--- src/rtl/i2cr_pkg.sv ---
`timescale 1ns/1ps
package i2cr_pkg;
  typedef enum logic [2:0] {
    S_IDLE, S_ADDR, S_AACK, S_WDATA, S_WACK, S_RDATA, S_RACK, S_WAIT
  } bus_st_t;

  localparam int ST_PRES  = 0;
  localparam int ST_PCHG  = 1;
  localparam int ST_IO    = 2;
  localparam int ST_SUPF  = 3;
  localparam int ST_PROT  = 4;
  localparam int ST_MUTE  = 5;
  localparam int ST_EARLY = 6;
  localparam int ST_ACT   = 7;
  localparam int CT_WARM  = 1;
endpackage

--- src/rtl/i2cr_sync.sv ---
`timescale 1ns/1ps
module i2cr_sync #(
  parameter int W = 2,
  parameter int STAGES = 2,
  parameter logic [W-1:0] RST_VAL = '1
) (
  input  logic         clk,
  input  logic         rst_n,
  input  logic [W-1:0] d,
  output logic [W-1:0] q
);
  logic [W-1:0] pipe [STAGES];

  always_ff @(posedge clk or negedge rst_n) begin
    if (!rst_n) begin
      for (int i = 0; i < STAGES; i++) pipe[i] <= RST_VAL;
    end else begin
      pipe[0] <= d;
      for (int i = 1; i < STAGES; i++) pipe[i] <= pipe[i-1];
    end
  end

  assign q = pipe[STAGES-1];
endmodule

--- src/rtl/i2cr_bus_fsm.sv ---
`timescale 1ns/1ps
module i2cr_bus_fsm
  import i2cr_pkg::*;
#(
  parameter logic [6:0] ADDR_BASE = 7'h20,
  parameter int SLOT_BIT = 2,
  parameter int STRAP_W = 2
) (
  input  logic               clk,
  input  logic               rst_n,
  input  logic               scl_s,
  input  logic               sda_s,
  input  logic [STRAP_W-1:0] strap,
  input  logic [7:0]         stat1,
  input  logic [7:0]         stat2,
  output logic               sda_pull,
  output logic [1:0]         wr_stb,
  output logic [7:0]         wr_data,
  output logic [1:0]         rd_done,
  output logic [7:0]         rd_snap,
  output bus_st_t            bus_st
);
  localparam logic [6:0] SLOT_OFS = 7'(1) << SLOT_BIT;

  logic       scl_q, sda_q;
  bus_st_t    st, st_n;
  logic [2:0] cnt, cnt_n;
  logic [7:0] sh, sh_n, snap, snap_n;
  logic       slot, slot_n, rw, rw_n, drv, drv_n;
  logic [1:0] wr_c, rd_c;

  wire scl_rise = scl_s & ~scl_q;
  wire scl_fall = ~scl_s & scl_q;
  wire start_c  = scl_s & scl_q & sda_q & ~sda_s;
  wire stop_c   = scl_s & scl_q & ~sda_q & sda_s;
  wire [7:0] byte_in = {sh[6:0], sda_s};
  wire [6:0] addr1 = ADDR_BASE | 7'(strap);
  wire [6:0] addr2 = ADDR_BASE | SLOT_OFS | 7'(strap);
  wire hit1 = (byte_in[7:1] == addr1);
  wire hit2 = (byte_in[7:1] == addr2);
  wire [7:0] stat_sel = slot ? stat2 : stat1;

  always_comb begin
    st_n = st; cnt_n = cnt; sh_n = sh; snap_n = snap;
    slot_n = slot; rw_n = rw; drv_n = drv;
    wr_c = 2'b00; rd_c = 2'b00;
    if (stop_c) begin
      st_n = S_IDLE; drv_n = 1'b0;
    end else if (start_c) begin
      st_n = S_ADDR; cnt_n = 3'd0; drv_n = 1'b0;
    end else begin
      case (st)
        S_ADDR: if (scl_rise) begin
          sh_n = byte_in; cnt_n = cnt + 3'd1;
          if (cnt == 3'd7) begin
            if (hit1 | hit2) begin
              slot_n = hit2; rw_n = sda_s; st_n = S_AACK;
            end else begin
              st_n = S_WAIT;
            end
          end
        end
        S_AACK: if (scl_fall) begin
          if (!drv) drv_n = 1'b1;
          else begin
            cnt_n = 3'd0;
            if (rw) begin
              st_n = S_RDATA; sh_n = stat_sel; snap_n = stat_sel;
              drv_n = ~stat_sel[7];
            end else begin
              st_n = S_WDATA; drv_n = 1'b0;
            end
          end
        end
        S_WDATA: if (scl_rise) begin
          sh_n = byte_in; cnt_n = cnt + 3'd1;
          if (cnt == 3'd7) st_n = S_WACK;
        end
        S_WACK: if (scl_fall) begin
          if (!drv) begin
            drv_n = 1'b1; wr_c[slot] = 1'b1;
          end else begin
            drv_n = 1'b0; st_n = S_WAIT;
          end
        end
        S_RDATA: if (scl_fall) begin
          if (cnt == 3'd7) begin
            drv_n = 1'b0; st_n = S_RACK;
          end else begin
            sh_n = {sh[6:0], 1'b0}; drv_n = ~sh[6]; cnt_n = cnt + 3'd1;
          end
        end
        S_RACK: if (scl_rise) begin
          rd_c[slot] = 1'b1; st_n = S_WAIT;
        end
        default: ;
      endcase
    end
  end

  always_ff @(posedge clk or negedge rst_n) begin
    if (!rst_n) begin
      scl_q <= 1'b1; sda_q <= 1'b1; st <= S_IDLE; cnt <= 3'd0;
      sh <= 8'h00; snap <= 8'h00; slot <= 1'b0; rw <= 1'b0; drv <= 1'b0;
      wr_stb <= 2'b00; rd_done <= 2'b00;
    end else begin
      scl_q <= scl_s; sda_q <= sda_s; st <= st_n; cnt <= cnt_n;
      sh <= sh_n; snap <= snap_n; slot <= slot_n; rw <= rw_n; drv <= drv_n;
      wr_stb <= wr_c; rd_done <= rd_c;
    end
  end

  assign sda_pull = drv;
  assign wr_data  = sh;
  assign rd_snap  = snap;
  assign bus_st   = st;
endmodule

--- src/rtl/i2cr_slot.sv ---
`timescale 1ns/1ps
module i2cr_slot
  import i2cr_pkg::*;
(
  input  logic       clk,
  input  logic       rst_n,
  input  logic       wr_stb,
  input  logic [7:0] wr_data,
  input  logic       rd_done,
  input  logic [2:0] clr_mask,
  input  logic       warm_clr,
  input  logic       present,
  input  logic       io_lvl,
  input  logic       active,
  input  logic       mute,
  input  logic       early,
  input  logic       prot_evt,
  input  logic       sup_active,
  output logic [7:0] ctrl,
  output logic [7:0] status,
  output logic       irq_req
);
  logic [7:0] ctrl_n;
  logic pres_q, primed, pchg, prot, supf, mute_q, early_q, mute_p, early_p;
  logic pchg_n, prot_n, supf_n, mute_p_n, early_p_n;

  wire pchg_set  = primed & (present ^ pres_q);
  wire mute_rise = mute & ~mute_q;
  wire early_rise = early & ~early_q;
  wire clr_pchg = rd_done & clr_mask[0];
  wire clr_supf = rd_done & clr_mask[1];
  wire clr_prot = rd_done & clr_mask[2];

  always_comb begin
    ctrl_n = ctrl;
    if (wr_stb) ctrl_n = wr_data;
    else if (warm_clr) ctrl_n[CT_WARM] = 1'b0;
    pchg_n    = pchg_set   | (pchg & ~clr_pchg);
    prot_n    = prot_evt   | (prot & ~clr_prot);
    supf_n    = sup_active | (supf & ~clr_supf);
    mute_p_n  = mute_rise  | (mute_p & ~rd_done);
    early_p_n = early_rise | (early_p & ~rd_done);
  end

  always_ff @(posedge clk or negedge rst_n) begin
    if (!rst_n) begin
      ctrl <= 8'h00; pres_q <= 1'b0; primed <= 1'b0; pchg <= 1'b0;
      prot <= 1'b0; supf <= 1'b1; mute_q <= 1'b0; early_q <= 1'b0;
      mute_p <= 1'b0; early_p <= 1'b0;
    end else begin
      ctrl <= ctrl_n; pres_q <= present; primed <= 1'b1; pchg <= pchg_n;
      prot <= prot_n; supf <= supf_n; mute_q <= mute; early_q <= early;
      mute_p <= mute_p_n; early_p <= early_p_n;
    end
  end

  always_comb begin
    status = 8'h00;
    status[ST_PRES]  = present;
    status[ST_PCHG]  = pchg;
    status[ST_IO]    = io_lvl;
    status[ST_SUPF]  = supf;
    status[ST_PROT]  = prot;
    status[ST_MUTE]  = mute;
    status[ST_EARLY] = early;
    status[ST_ACT]   = active;
  end

  assign irq_req = pchg | prot | mute_p | early_p;
endmodule

--- src/rtl/dual_slot_i2c_regs.sv ---
`timescale 1ns/1ps
module dual_slot_i2c_regs
  import i2cr_pkg::*;
#(
  parameter logic [6:0] ADDR_BASE = 7'h20,
  parameter int SLOT_BIT = 2,
  parameter int STRAP_W = 2,
  parameter int SYNC_STAGES = 2
) (
  input  logic               clk,
  input  logic               rst_n,
  input  logic               scl_i,
  input  logic               sda_i,
  output logic               sda_pull_o,
  input  logic [STRAP_W-1:0] strap_i,
  input  logic               sup_active_i,
  input  logic [1:0]         present_i,
  input  logic [1:0]         io_level_i,
  input  logic [1:0]         active_i,
  input  logic [1:0]         mute_i,
  input  logic [1:0]         early_i,
  input  logic [1:0]         prot_evt_i,
  input  logic [1:0]         warm_clr_i,
  output logic [7:0]         ctrl1_o,
  output logic [7:0]         ctrl2_o,
  output logic               irq_n_o
);
  localparam int NSLOT = 2;

  logic [1:0] bus_s;
  logic [1:0] wr_stb, rd_done, irq_req;
  logic [7:0] wr_data, rd_snap;
  logic [7:0] ctrl_w [NSLOT];
  logic [7:0] stat_w [NSLOT];
  logic [2:0] clr_mask;
  bus_st_t    bus_st;

  i2cr_sync #(.W(2), .STAGES(SYNC_STAGES), .RST_VAL(2'b11)) u_sync (
    .clk(clk), .rst_n(rst_n), .d({scl_i, sda_i}), .q(bus_s)
  );

  i2cr_bus_fsm #(.ADDR_BASE(ADDR_BASE), .SLOT_BIT(SLOT_BIT), .STRAP_W(STRAP_W)) u_bus (
    .clk(clk), .rst_n(rst_n), .scl_s(bus_s[1]), .sda_s(bus_s[0]),
    .strap(strap_i), .stat1(stat_w[0]), .stat2(stat_w[1]),
    .sda_pull(sda_pull_o), .wr_stb(wr_stb), .wr_data(wr_data),
    .rd_done(rd_done), .rd_snap(rd_snap), .bus_st(bus_st)
  );

  assign clr_mask = {rd_snap[ST_PROT], rd_snap[ST_SUPF], rd_snap[ST_PCHG]};

  for (genvar g = 0; g < NSLOT; g++) begin : g_slot
    i2cr_slot u_slot (
      .clk(clk), .rst_n(rst_n), .wr_stb(wr_stb[g]), .wr_data(wr_data),
      .rd_done(rd_done[g]), .clr_mask(clr_mask), .warm_clr(warm_clr_i[g]),
      .present(present_i[g]), .io_lvl(io_level_i[g]), .active(active_i[g]),
      .mute(mute_i[g]), .early(early_i[g]), .prot_evt(prot_evt_i[g]),
      .sup_active(sup_active_i), .ctrl(ctrl_w[g]), .status(stat_w[g]),
      .irq_req(irq_req[g])
    );
  end

  assign ctrl1_o = ctrl_w[0];
  assign ctrl2_o = ctrl_w[1];
  assign irq_n_o = ~(|irq_req | sup_active_i);
endmodule

--- config.mk ---
export PLATFORM = sky130hd
export DESIGN_NAME = dual_slot_i2c_regs
export DESIGN_NICKNAME = d
export VERILOG_FILES = /design/src/rtl/i2cr_pkg.sv /design/src/rtl/i2cr_sync.sv /design/src/rtl/i2cr_bus_fsm.sv /design/src/rtl/i2cr_slot.sv /design/src/rtl/dual_slot_i2c_regs.sv
export SDC_FILE = /design/constraint.sdc
export NUM_CORES = 1
export LEC_CHECK = 0
export ABC_AREA = 0
export BUFFER_PORTS_ARGS = -buffer_cell sky130_fd_sc_hd__buf_2
export CAP_MARGIN = 30
export CORE_MARGIN = 5
export CORE_UTILIZATION = 61
export DETAILED_ROUTE_END_ITERATION = 7
export GPL_TIMING_DRIVEN = 0
export PLACE_DENSITY = 0.84
export SLEW_MARGIN = 20
export SYNTH_ARGS = -nofsm -noshare
export SYNTH_HDL_FRONTEND = slang
export SYNTH_SLANG_ARGS = --single-unit
--- constraint.sdc ---
create_clock -name clk -period 6.5 [get_ports clk]
set_clock_uncertainty 0.2 [all_clocks]
set_input_delay 0.325 -clock clk [delete_from_list [all_inputs] [get_ports clk]]
set_output_delay 0.325 -clock clk [all_outputs]
set_load 0.03 [all_outputs]
==> load_flow_metrics.sql <==
INSERT INTO impl_metrics (metric_group, metric, value, unit) VALUES
('status', 'outcome', 'completed', ''),
('place', 'preCtsSetupSlack', '4.14', 'ns'),
('clock_tree', 'root_buffer', 'sky130_fd_sc_hd__clkbuf_8', ''),
('timing', 'fmaxAchievable', '416', 'MHz'),
('clock_tree', 'cts_sinks', '63', ''),
('setup_path', 'crit_arrival', '2.43', 'ns'),
('drt', 'detailedRoute.firstPassIterationCount', '4', ''),
('clock_tree', 'clkTransAtPathRegs', '0.07', 'ns'),
('hold_path', 'hp-start', 'sup_active_i', ''),
('grt', 'global_route.usage.total', '21.7', '%'),
('die', 'fp.dieW', '78.0', 'um'),
('die', 'floorplan_die_height', '78.0', 'um'),
('die', 'coreArea', '4410', 'sq um'),
('logic_synthesis', 'dominant_cell_type_by_area_after_synthesis', 'sky130_fd_sc_hd__dfrtp_1', ''),
('hold_path', 'hold_path_depth', '2', ''),
('grt', 'grt_pass1_wl', '10400', 'um'),
('power_and_ir_drop', 'vdd_ir_drop_max', '0.260', 'mV'),
('setup_path', 'worstPathMaxFanout', '10', ''),
('logic_synthesis', 'syn_inst', '240', ''),
('layout', 'most_common_cell_after_layout_fill_and_taps_aside', 'sky130_fd_sc_hd__dfrtp_1', ''),
('logic_synthesis', 'postSynthAreaPerCell', '11.8', 'sq um'),
('setup_path', 'ff2ff_path_depth', '6', ''),
('grt', 'vias_in_the_first_global_route', '2153', ''),
('die', 'initial_utilization', '63.9', '%'),
('grt', 'grt_max_degree', '64', ''),
('timing', 'maxSlewHeadroom', '49.2', '%'),
('drt', 'detail_route.wirelength.met1', '2700', 'um'),
('setup_path', 'cp-start-kind', 'flip-flop', ''),
('place', 'place.detailed.hpwl', '4160', 'um'),
('logic_synthesis', 'synth_fp_nets', '263', ''),
('layout', 'layout.cells.most_common_list', 'sky130_fd_sc_hd__dfrtp_1, sky130_fd_sc_hd__buf_2, sky130_fd_sc_hd__nand2_1, sky130_fd_sc_hd__mux2_2, sky130_fd_sc_hd__inv_1', ''),
('timing', 'layout_min_cycle_time', '2.40', 'ns'),
('clock_tree', 'cts_tree', 'yes', ''),
('timing', 'rsz0062_at_grt', 'no', ''),
('logic_synthesis', 'ys.warnings.count', '0', ''),
('drt', 'dr.first_iter.drc_count', '136', ''),
('power_and_ir_drop', 'power.static_leakage', '0.00170', 'uW'),
('drt', 'met3RoutedLength', '350', 'um'),
('layout', 'drive_above_1_share', '29.2', '%'),
('die', 'io_pins', '39', ''),
('logic_synthesis', 'sequential_area_share_after_synthesis', '56.2', '%'),
('place', 'routabilityCongestion', '0.900', ''),
('clock_tree', 'post_cts.resized_instances', '0', ''),
('setup_path', 'rrSetupSlack', '4.10', 'ns'),
('drt', 'remaining_drc_errors', '0', ''),
('run', 'drv_cap', '0', ''),
('setup_path', 'worst_r2r_dst', 'u_bus.wr_data[1]$_DFFE_PN0P_', ''),
('timing', 'setup_ws', '4.10', 'ns'),
('grt', 'globalRouteOverflowTotal', '0', ''),
('timing', 'worst_pin_slew', '0.761', 'ns'),
('drt', 'avgViaCountPerCell', '5.86', ''),
('setup_path', 'critical_path.reg2reg.startpoint', 'u_sync.q[1]$_DFF_PN1_', ''),
('drt', 'via_count', '2091', ''),
('logic_synthesis', 'ys_types', '50', ''),
('die', 'design.die.area', '6090', 'sq um'),
('logic_synthesis', 'synthDominantCellAreaShare', '48.8', '%'),
('setup_path', 'cp_data_required_time', '6.52', 'ns'),
('hold_path', 'worstHoldPathType', 'in -> reg', ''),
('power_and_ir_drop', 'power_per_standard_cell_area', '397', 'nW/um^2'),
('logic_synthesis', 'post_synth_main_area_contributors', 'sky130_fd_sc_hd__dfrtp_1, sky130_fd_sc_hd__dfstp_2, sky130_fd_sc_hd__mux2_2', ''),
('drt', 'routed-wl-met2', '3040', 'um'),
('clock_tree', 'cts_setup_buffers', '0', ''),
('logic_synthesis', 'synthFlopType', 'sky130_fd_sc_hd__dfrtp_1', ''),
('die', 'rows', '24', ''),
('grt', 'antenna_violations_before_repair', '0', ''),
('timing', 'final_report_hold_violation_count', '0', ''),
('power_and_ir_drop', 'p_switching', '450', 'uW'),
('layout', 'number_of_diodes_added_for_antenna_fixing', '0', ''),
('layout', 'design.final.nets', '323', ''),
('timing', 'final-max-slew-violation-count', '0', ''),
('clock_tree', 'worstSkewPairLatency', '0.34', 'ns');
[power groups by stage]
stage,Sequential [uW],Clock (uW),Combinational (uW)
3_3_place_gp,533,0,392
2_1_floorplan,561,0,262
4_1_cts,531,423,410
6_report,532,420,412
5_1_grt,542,447,449
3_5_place_dp,536,0,402
[timing repair]
| action | CTS | global route |
|---|---|---|
| hold endpoints to repair | 65 | 0 |
| hold buffers | 11 | 0 |
| setup endpoints to repair | 0 | 0 |
[through the flow]
step                      total power (uW)  instances  cell area (sq um)  hold WS (ns)  utilization, %
final                                 1360        357               3440        0.0325            77.9
after global routing                  1440        357               3440        0.0314            77.9
after CTS                             1360        357               3440        0.0264            77.9
after detailed placement               938        330               3080         0.147            69.8
after global placement                 925        330               3080         0.146            69.7
after floorplan                        823        240               2820        -0.171               -
[worst max-delay path, stage by stage, from the launching register on]
cell                       delay [ns]
sky130_fd_sc_hd__dfstp_2         0.53
sky130_fd_sc_hd__clkbuf_1        0.30
sky130_fd_sc_hd__nand3b_1        0.21
sky130_fd_sc_hd__or3_1           0.12
sky130_fd_sc_hd__buf_2           0.16
sky130_fd_sc_hd__a21boi_4        0.42
sky130_fd_sc_hd__mux2_4          0.34
[layout make-up]
cell class / count / area [sq um]
Timing Repair Buffer: 49 / 303
Buffer: 10 / 40.0
Clock inverter: 3 / 90.1
Multi-Input combinational cell: 152 / 1140
Fill cell: 282 / 976
Inverter: 15 / 56.3
Clock buffer: 13 / 159
Tap cell: 52 / 65.1
Sequential cell: 63 / 1590
[kinds of logic (layout without fill, tap and decap cells)]
group / after synthesis / after routing / share of synthesized area, %
adder cells (fa/ha/maj): 2 / 2 / 0.887
XOR/XNOR: 5 / 5 / 1.55
AO/OA/AOI/OAI: 51 / 51 / 13.1
multiplexers: 33 / 33 / 13.5
flip-flops: 63 / 63 / 56.2
AND/OR/NAND/NOR: 60 / 60 / 11.2
buffers and inverters: 25 / 90 / 3.41
other: 1 / 1 / 0.133
[registers in the layout, indices dropped and copies added, names as in the netlist, 3 cells and up]
register / cells
u_bus.cnt: 3
u_bus.bus_st: 3
u_bus.rd_snap: 3
g_slot.u_slot.ctrl: 16
u_bus.wr_data: 8
[Yosys cell counts, drive strengths merged, types with 2 or more instances]
master and instances:
a211oi 3, a21boi 2, a21o 4, a21oi 8
a22o 6, and3 3, buf 4, clkbuf 6
dfrtp 55, dfstp 8, ha 2, inv 15
mux2 23, mux2i 10, nand2 17, nand2b 3
nand3 2, nand3b 3, nor2 12, nor2b 2
nor3 5, nor4 4, o211a 2, o211ai 2
o21ai 11, o22ai 5, xnor2 2, xor2 3
[metal layers]
layer | vias to the layer above | global-route usage (%)
li1 | 975 | -
met1 | 1029 | 29.2
met2 | 76 | 34.1
met3 | 11 | 4.12
met4 | 0 | 10.5
met5 | - | 0
[worst max-delay path by stage]
stage,slack [ns],startpoint,end,cells past startpoint
2_1_floorplan,4.37,u_bus.scl_q$_DFF_PN1_,u_bus.wr_data[0]$_DFFE_PN0P_,6
3_3_place_gp,4.15,u_sync.q[1]$_DFF_PN1_,u_bus.wr_data[0]$_DFFE_PN0P_,6
3_5_place_dp,4.14,u_sync.q[1]$_DFF_PN1_,u_bus.wr_data[7]$_DFFE_PN0P_,6
4_1_cts,4.12,u_sync.q[1]$_DFF_PN1_,u_bus.wr_data[7]$_DFFE_PN0P_,6
5_1_grt,3.99,u_sync.q[1]$_DFF_PN1_,u_bus.wr_data[0]$_DFFE_PN0P_,6
6_report,4.10,u_sync.q[1]$_DFF_PN1_,u_bus.wr_data[1]$_DFFE_PN0P_,6
No activity file was read; power rests on OpenSTA's default activity.
